$ cat src/rtl/fpnan_pkg.sv
package fpnan_pkg;

    // Format codes: 0 = half, 1 = single, 2 = double
    function automatic int fmt_exp(input int fmt);
        case (fmt)
            0:       return 5;
            1:       return 8;
            default: return 11;
        endcase
    endfunction

    function automatic int fmt_man(input int fmt);
        case (fmt)
            0:       return 10;
            1:       return 23;
            default: return 52;
        endcase
    endfunction

    function automatic int fmt_width(input int fmt);
        return 1 + fmt_exp(fmt) + fmt_man(fmt);
    endfunction

    typedef struct packed {
        logic nan;
        logic quiet;
        logic signaling;
    } nan_class_t;

endpackage

$ cat src/rtl/fpnan_classify.sv
module fpnan_classify #(
    parameter int FMT      = 1,
    parameter int QUIET_HI = 1,
    parameter int NO_SNAN  = 0
) (
    input  logic [fpnan_pkg::fmt_width(FMT)-1:0] op_i,
    output fpnan_pkg::nan_class_t                cls_o
);
    localparam int EW = fpnan_pkg::fmt_exp(FMT);
    localparam int MW = fpnan_pkg::fmt_man(FMT);
    localparam int W  = fpnan_pkg::fmt_width(FMT);

    logic exp_full;
    logic frac_any;
    logic marks_quiet;

    always_comb begin
        exp_full    = &op_i[W-2 -: EW];
        frac_any    = |op_i[MW-1:0];
        // Polarity: does the top fraction bit read as "quiet"?
        marks_quiet = (QUIET_HI != 0) ? op_i[MW-1] : ~op_i[MW-1];

        cls_o.nan       = exp_full & frac_any;
        cls_o.quiet     = cls_o.nan & ((NO_SNAN != 0) | marks_quiet);
        cls_o.signaling = cls_o.nan & (NO_SNAN == 0) & ~marks_quiet;
    end

endmodule

$ cat src/rtl/fpnan_dflt.sv
module fpnan_dflt #(
    parameter int FMT      = 1,
    parameter int QUIET_HI = 1,
    parameter int ALT_DFLT = 0
) (
    output logic [fpnan_pkg::fmt_width(FMT)-1:0] dflt_o
);
    localparam int EW = fpnan_pkg::fmt_exp(FMT);
    localparam int MW = fpnan_pkg::fmt_man(FMT);

    localparam logic SGN = (ALT_DFLT == 0) && (QUIET_HI != 0);
    localparam logic QB  = (ALT_DFLT != 0) || (QUIET_HI != 0);

    // Lower fraction is the complement of the quiet bit in every variant
    assign dflt_o = {SGN, {EW{1'b1}}, QB, {(MW-1){~QB}}};

endmodule

$ cat src/rtl/fpnan_quiet.sv
module fpnan_quiet #(
    parameter int FMT      = 1,
    parameter int QUIET_HI = 1,
    parameter int ALT_DFLT = 0
) (
    input  logic [fpnan_pkg::fmt_width(FMT)-1:0] op_i,
    input  logic                                 snan_i,
    output logic [fpnan_pkg::fmt_width(FMT)-1:0] quieted_o,
    output logic [fpnan_pkg::fmt_width(FMT)-1:0] dflt_o
);
    localparam int MW = fpnan_pkg::fmt_man(FMT);
    localparam int W  = fpnan_pkg::fmt_width(FMT);
    localparam logic [W-1:0] QMASK = W'(1) << (MW - 1);

    fpnan_dflt #(
        .FMT      (FMT),
        .QUIET_HI (QUIET_HI),
        .ALT_DFLT (ALT_DFLT)
    ) u_dflt (
        .dflt_o (dflt_o)
    );

    generate
        if (QUIET_HI != 0) begin : g_setbit
            assign quieted_o = snan_i ? (op_i | QMASK) : op_i;
        end else begin : g_replace
            assign quieted_o = snan_i ? dflt_o : op_i;
        end
    endgenerate

endmodule

$ cat src/rtl/fpnan_unit.sv
module fpnan_unit #(
    parameter int FMT      = 1,
    parameter int QUIET_HI = 1,
    parameter int NO_SNAN  = 0,
    parameter int ALT_DFLT = 0
) (
    input  logic [fpnan_pkg::fmt_width(FMT)-1:0] op_i,
    output logic                                 is_qnan_o,
    output logic                                 is_snan_o,
    output logic [fpnan_pkg::fmt_width(FMT)-1:0] quieted_o,
    output logic [fpnan_pkg::fmt_width(FMT)-1:0] dflt_nan_o
);
    localparam int EW = fpnan_pkg::fmt_exp(FMT);
    localparam int MW = fpnan_pkg::fmt_man(FMT);
    localparam int W  = fpnan_pkg::fmt_width(FMT);

    fpnan_pkg::nan_class_t cls;

    fpnan_classify #(
        .FMT      (FMT),
        .QUIET_HI (QUIET_HI),
        .NO_SNAN  (NO_SNAN)
    ) u_classify (
        .op_i  (op_i),
        .cls_o (cls)
    );

    fpnan_quiet #(
        .FMT      (FMT),
        .QUIET_HI (QUIET_HI),
        .ALT_DFLT (ALT_DFLT)
    ) u_quiet (
        .op_i      (op_i),
        .snan_i    (cls.signaling),
        .quieted_o (quieted_o),
        .dflt_o    (dflt_nan_o)
    );

    assign is_qnan_o = cls.quiet;
    assign is_snan_o = cls.signaling;

    // Cross-checks between the classifier and the quieting path
    always_comb begin
        assert_excl_R9: assert (!(cls.quiet && cls.signaling))
            else $error("quiet and signaling both set");
        if (cls.quiet || cls.signaling) begin
            assert_expfull_R1: assert (&op_i[W-2 -: EW])
                else $error("NaN flag with exponent not all ones");
        end
        if (!cls.signaling) begin
            assert_pass_R7: assert (quieted_o == op_i)
                else $error("non-signaling operand altered");
        end
        if (cls.signaling && QUIET_HI != 0) begin
            assert_qset_R5: assert (quieted_o[MW-1] &&
                                    quieted_o[W-1:MW] == op_i[W-1:MW] &&
                                    quieted_o[MW-2:0] == op_i[MW-2:0])
                else $error("quieting did not keep sign and payload");
        end
        if (cls.signaling && QUIET_HI == 0) begin
            assert_dflt_R6: assert (quieted_o == dflt_nan_o)
                else $error("inverted quieting did not give default NaN");
        end
        if (NO_SNAN != 0 && (&op_i[W-2 -: EW]) && (|op_i[MW-1:0])) begin
            assert_allquiet_R4: assert (cls.quiet)
                else $error("NaN not quiet in no-signaling mode");
        end
    end

endmodule

$ cat config.mk
export PLATFORM = sky130hd
export DESIGN_NAME = fpnan_unit
export DESIGN_NICKNAME = d
export VERILOG_FILES = /design/src/rtl/fpnan_pkg.sv /design/src/rtl/fpnan_classify.sv /design/src/rtl/fpnan_dflt.sv /design/src/rtl/fpnan_quiet.sv /design/src/rtl/fpnan_unit.sv
export SDC_FILE = /design/constraint.sdc
export NUM_CORES = 1
export LEC_CHECK = 0
export BUFFER_PORTS_ARGS = -buffer_cell sky130_fd_sc_hd__buf_2
export CELL_PAD_IN_SITES_DETAIL_PLACEMENT = 0
export CELL_PAD_IN_SITES_GLOBAL_PLACEMENT = 2
export CORE_MARGIN = 2
export CORE_UTILIZATION = 12
export DETAILED_ROUTE_END_ITERATION = 10
export PLACE_DENSITY = 0.93
export REMOVE_ABC_BUFFERS = 1
export SYNTH_ARGS = -nofsm -noshare
export SYNTH_HDL_FRONTEND = slang
export SYNTH_SLANG_ARGS = --single-unit
$ cat constraint.sdc
create_clock -name vclk -period 2.57
set_clock_uncertainty 0.05 [all_clocks]
set_input_delay 0.3855 -clock vclk [all_inputs]
set_output_delay 0.3855 -clock vclk [all_outputs]
set_load 0.005 [all_outputs]
Word level (Yosys, flattened, before mapping)

Cells that the tools add are included.

Register bits after elaboration: 0
Latch bits: 0
Memory bits (writable): 0
Memory bits (read-only): 0
Input port bits: 32
Output and inout bits: 66
Word-level logic and storage cells: 7
Memories: 0

$add $sub $neg: 0
Multiply operators: 0
Divide/modulo/power cells: 0
Magnitude comparators: 0
Equality and inequality tests: 0
Shifts and indexed selects: 0
Muxes and demuxes: 1
Bitwise gates (word level): 4
Reduce and logical (&&, ||, !) cells: 2

Operators with widths:

| operator         | count |
|---|---|
| $mux 23          | 1 |
| $reduce_or 23->1 | 1 |
| $reduce_and 8->1 | 1 |
| $and 1x1->1      | 3 |
| $not 1->1        | 1 |

Longest topological paths before layout

Word-level depth: 4
Mapped depth: 3
Mapped depth without buffers: 3

By module

Synthesis repeated with hierarchy kept, for this count alone.

Cell total of the unflattened synthesis: 80
Area, all modules: 591.8 um^2

Modules (own cells, without submodules):

| module         | instances | cells each | area an instance (um^2) | seq. area each (um^2) |
|---|---|---|---|---|
| fpnan_dflt     | 1         | 34         | 247.7                   | 0.0 |
| fpnan_quiet    | 1         | 32         | 239.0                   | 0.0 |
| fpnan_classify | 1         | 14         | 105.1                   | 0.0 |

Worst setup path before layout

No wires, ideal clock.

Path type: input -> output
From: input op_i[4] (netlist bit)
To: output is_snan_o
Arrival time: 1,113 ps
Required time: 2,135 ps
Setup slack: 1,022 ps
Stages on the path: 3
Path buffers: 0
Cell sequence: or4_4 > nor2_4 > a2111oi_1

Longest elaborated chain between the ends: 3

RTL lines:

| what             | line                 | RTL |
|---|---|---|
| from (decl)      | fpnan_unit.sv:7      | `input logic [fpnan_pkg::fmt_width(FMT)-1:0] op_i,` |
| $reduce_or 23->1 | fpnan_classify.sv:19 | `frac_any = \|op_i[MW-1:0];` |
| $and 1x1->1      | fpnan_classify.sv:23 | `cls_o.nan = exp_full & frac_any;` |
| $and 1x1->1      | fpnan_classify.sv:25 | `cls_o.signaling = cls_o.nan & (NO_SNAN == 0) & ~marks_quiet;` |
| to (decl)        | fpnan_unit.sv:9      | `output logic is_snan_o,` |

No other way between the ends.

Worst setup path in the final report

Same ends and word-level chain as after synthesis.

==> reports/metrics.yaml <==
outcome:
  status: "complete, no violations"
floorplan:
  num_rows: 25
  dieWidth_um: 74.0
  coreArea_mm2: 0.00472
  pin_count: 98
  start_util_pct: 12.5
  die_h_um: 74.0
  die-area_mm2: 0.00548
min_path:
  min_to: "quieted_o[31]"
  worstHoldStart: "op_i[31]"
  holdPathStages: 0
  min_path_type: "in -> out"
layout:
  synthToLayoutAreaGrowth_pct: 7.45
  fillers: 553
  ff_latch_area_um2: 0
  layout_commonest_cell: "buf_2"
  final_cell_mix: "buf_2, conb_1, nor4_1, nand4_1, or4_4"
  drive_gt1_share_pct: 60.9
  final_nets: 144
  layout.cells.non_filler: 177
  clock_buffers: 0
  postLayoutCellArea_um2: 632
  seq_cells: 0
  n_antenna_cell: 0
detailed_routing:
  via_count: 498
  first_pass_iters: 2
  vias_per_cell: 2.81
  drtIter0Drc: 1
  routed_wl_um: 1140
  routedWlPerCell_um: 6.44
  drt.antenna.violating_nets: 0
  remaining_drc_errors: 0
sta:
  slew_viol_final: 0
  min_period_ns: 1.82
  tns_ns: 0
  grt_setup_unrepaired: "false"
  setup_viol: 0
  timing.final.crit_share_pct: 70.9
  fin_hold_ws_ns: 0.721
  hold_viol_final: 0
  fmax_ghz: 0.549
  worst_slack_ns: 0.748
global_route:
  grt_usage_pct: 2.93
  grt_pass1_wl_um: 1280
  busiest_layer: "met2"
  grt_overflow_total: 0
  first_global_vias: 337
  antenna_found_initial: 0
  grt_start_max_net_pins: 5
  grt_use_met1_pct: 3.00
  use_met2_pct: 6.75
  met3_usage_pct: 0
placement:
  placed_area_um2: 632
  dp.cells: 177
  globalplace.congestion: 0.661
  pre_cts_ws_ns: 0.740
  hpwl_um: 1100
  io_buffers: 64
clock_network:
  ctsResizeCount: 0
  cts_setup_buffers: 0
  hold_buffers: 0
logic_synthesis:
  synth-simple-area-share_pct: 15.1
  synth.avg_cell_area_um2: 7.44
  synth.yosys.seq_area_share_pct: 0
  postSynthCellCount: 79
  synth_top_family_by_area: "buffers and inverters"
  synthXorXnorAreaFrac_pct: 0
  synthAdderAreaFrac_pct: 0
  synth_compound_area_share_pct: 3.19
  yosys_warnings: 0
  syn_area_um2: 588
  ys_types: 12
  synthMuxAreaShare_pct: 0
setup_path:
  max_stage_delay_ns: 0.54
  slowest_stage: "or4_4"
  required_ns: 2.13
  critPathMaxFanout: 2
  path_cells: "buf_2, or4_4, nor2_4, a2111oi_1, buf_2"
  crit_path_end_kind: "output port"
  path_class: "in -> out"
  worstPathArrival_ns: 1.39
  cp-start-kind: "primary input"
  cpMostUsedCell: "buf_2"
power_and_ir_drop:
  p_per_area_mw_per_mm2: 115
  vdd_drop_max_uv: 22.1
  leakagePower_nw: 0.378
run:
  cap_violations: 0
where the power goes:
part           leakage, nW  internal [W]  switching, W   total, W
clock                    0             0             0          0
sequential               0             0             0          0
combinational        0.378     0.0000358     0.0000369  0.0000726
worst max-delay path by stage:
stage,startpoint,to,slack (ns),cells past startpoint
final,op_i[4],is_snan_o,0.75,5
after floorplan,op_i[4],is_snan_o,1.02,3
after detailed placement,op_i[4],is_snan_o,0.74,5
after global placement,op_i[4],is_snan_o,0.75,5
after CTS,op_i[4],is_snan_o,0.74,5
after global routing,op_i[4],quieted_o[22],0.72,5
cells by family after synthesis:
family,count (synthesis)
compound gates,2
buf+inv,63
other cells,2
simple gates,12
area by class of cell:
cell class,count,area [µm²],share of cell area [%]
Tap cell,67,83.8,13.3
Timing Repair Buffer,64,320,50.7
Multi-Input combinational cell,46,228,36.0
stage by stage:
stage | power, W | utilization, %
6_report | 0.0000726 | 13.4
5_1_grt | 0.0000825 | 13.4
4_1_cts | 0.0000728 | 13.4
3_5_place_dp | 0.0000725 | 13.4
3_3_place_gp | 0.0000729 | 13.4
2_1_floorplan | 0.0000147 | -
synth_stat cells, drive strengths merged:
master,n,area (µm²)
nor4,3,18.8
a2bb2oi,1,8.76
and2,1,6.26
or4,2,22.5
nand4,2,12.5
a2111oi,1,10.0
buf,63,473
conb,2,7.51
nor3,1,5.00
nor2,2,15.0
and4,1,8.76
routing by layer:
metal	part of all wire, %	vias up
met1	36	211
met3	15	0
met5	0	-
li1	-	226
met4	0	0
met2	49	61
critical path, delay by kind of cell:
family,cells,cell delay [ns]
AOI/OAI and AO/OA,1,0.08
buffers and inverters,2,0.24
and+or+nand+nor,2,0.68
No activity file was read; power rests on OpenSTA's default activity.
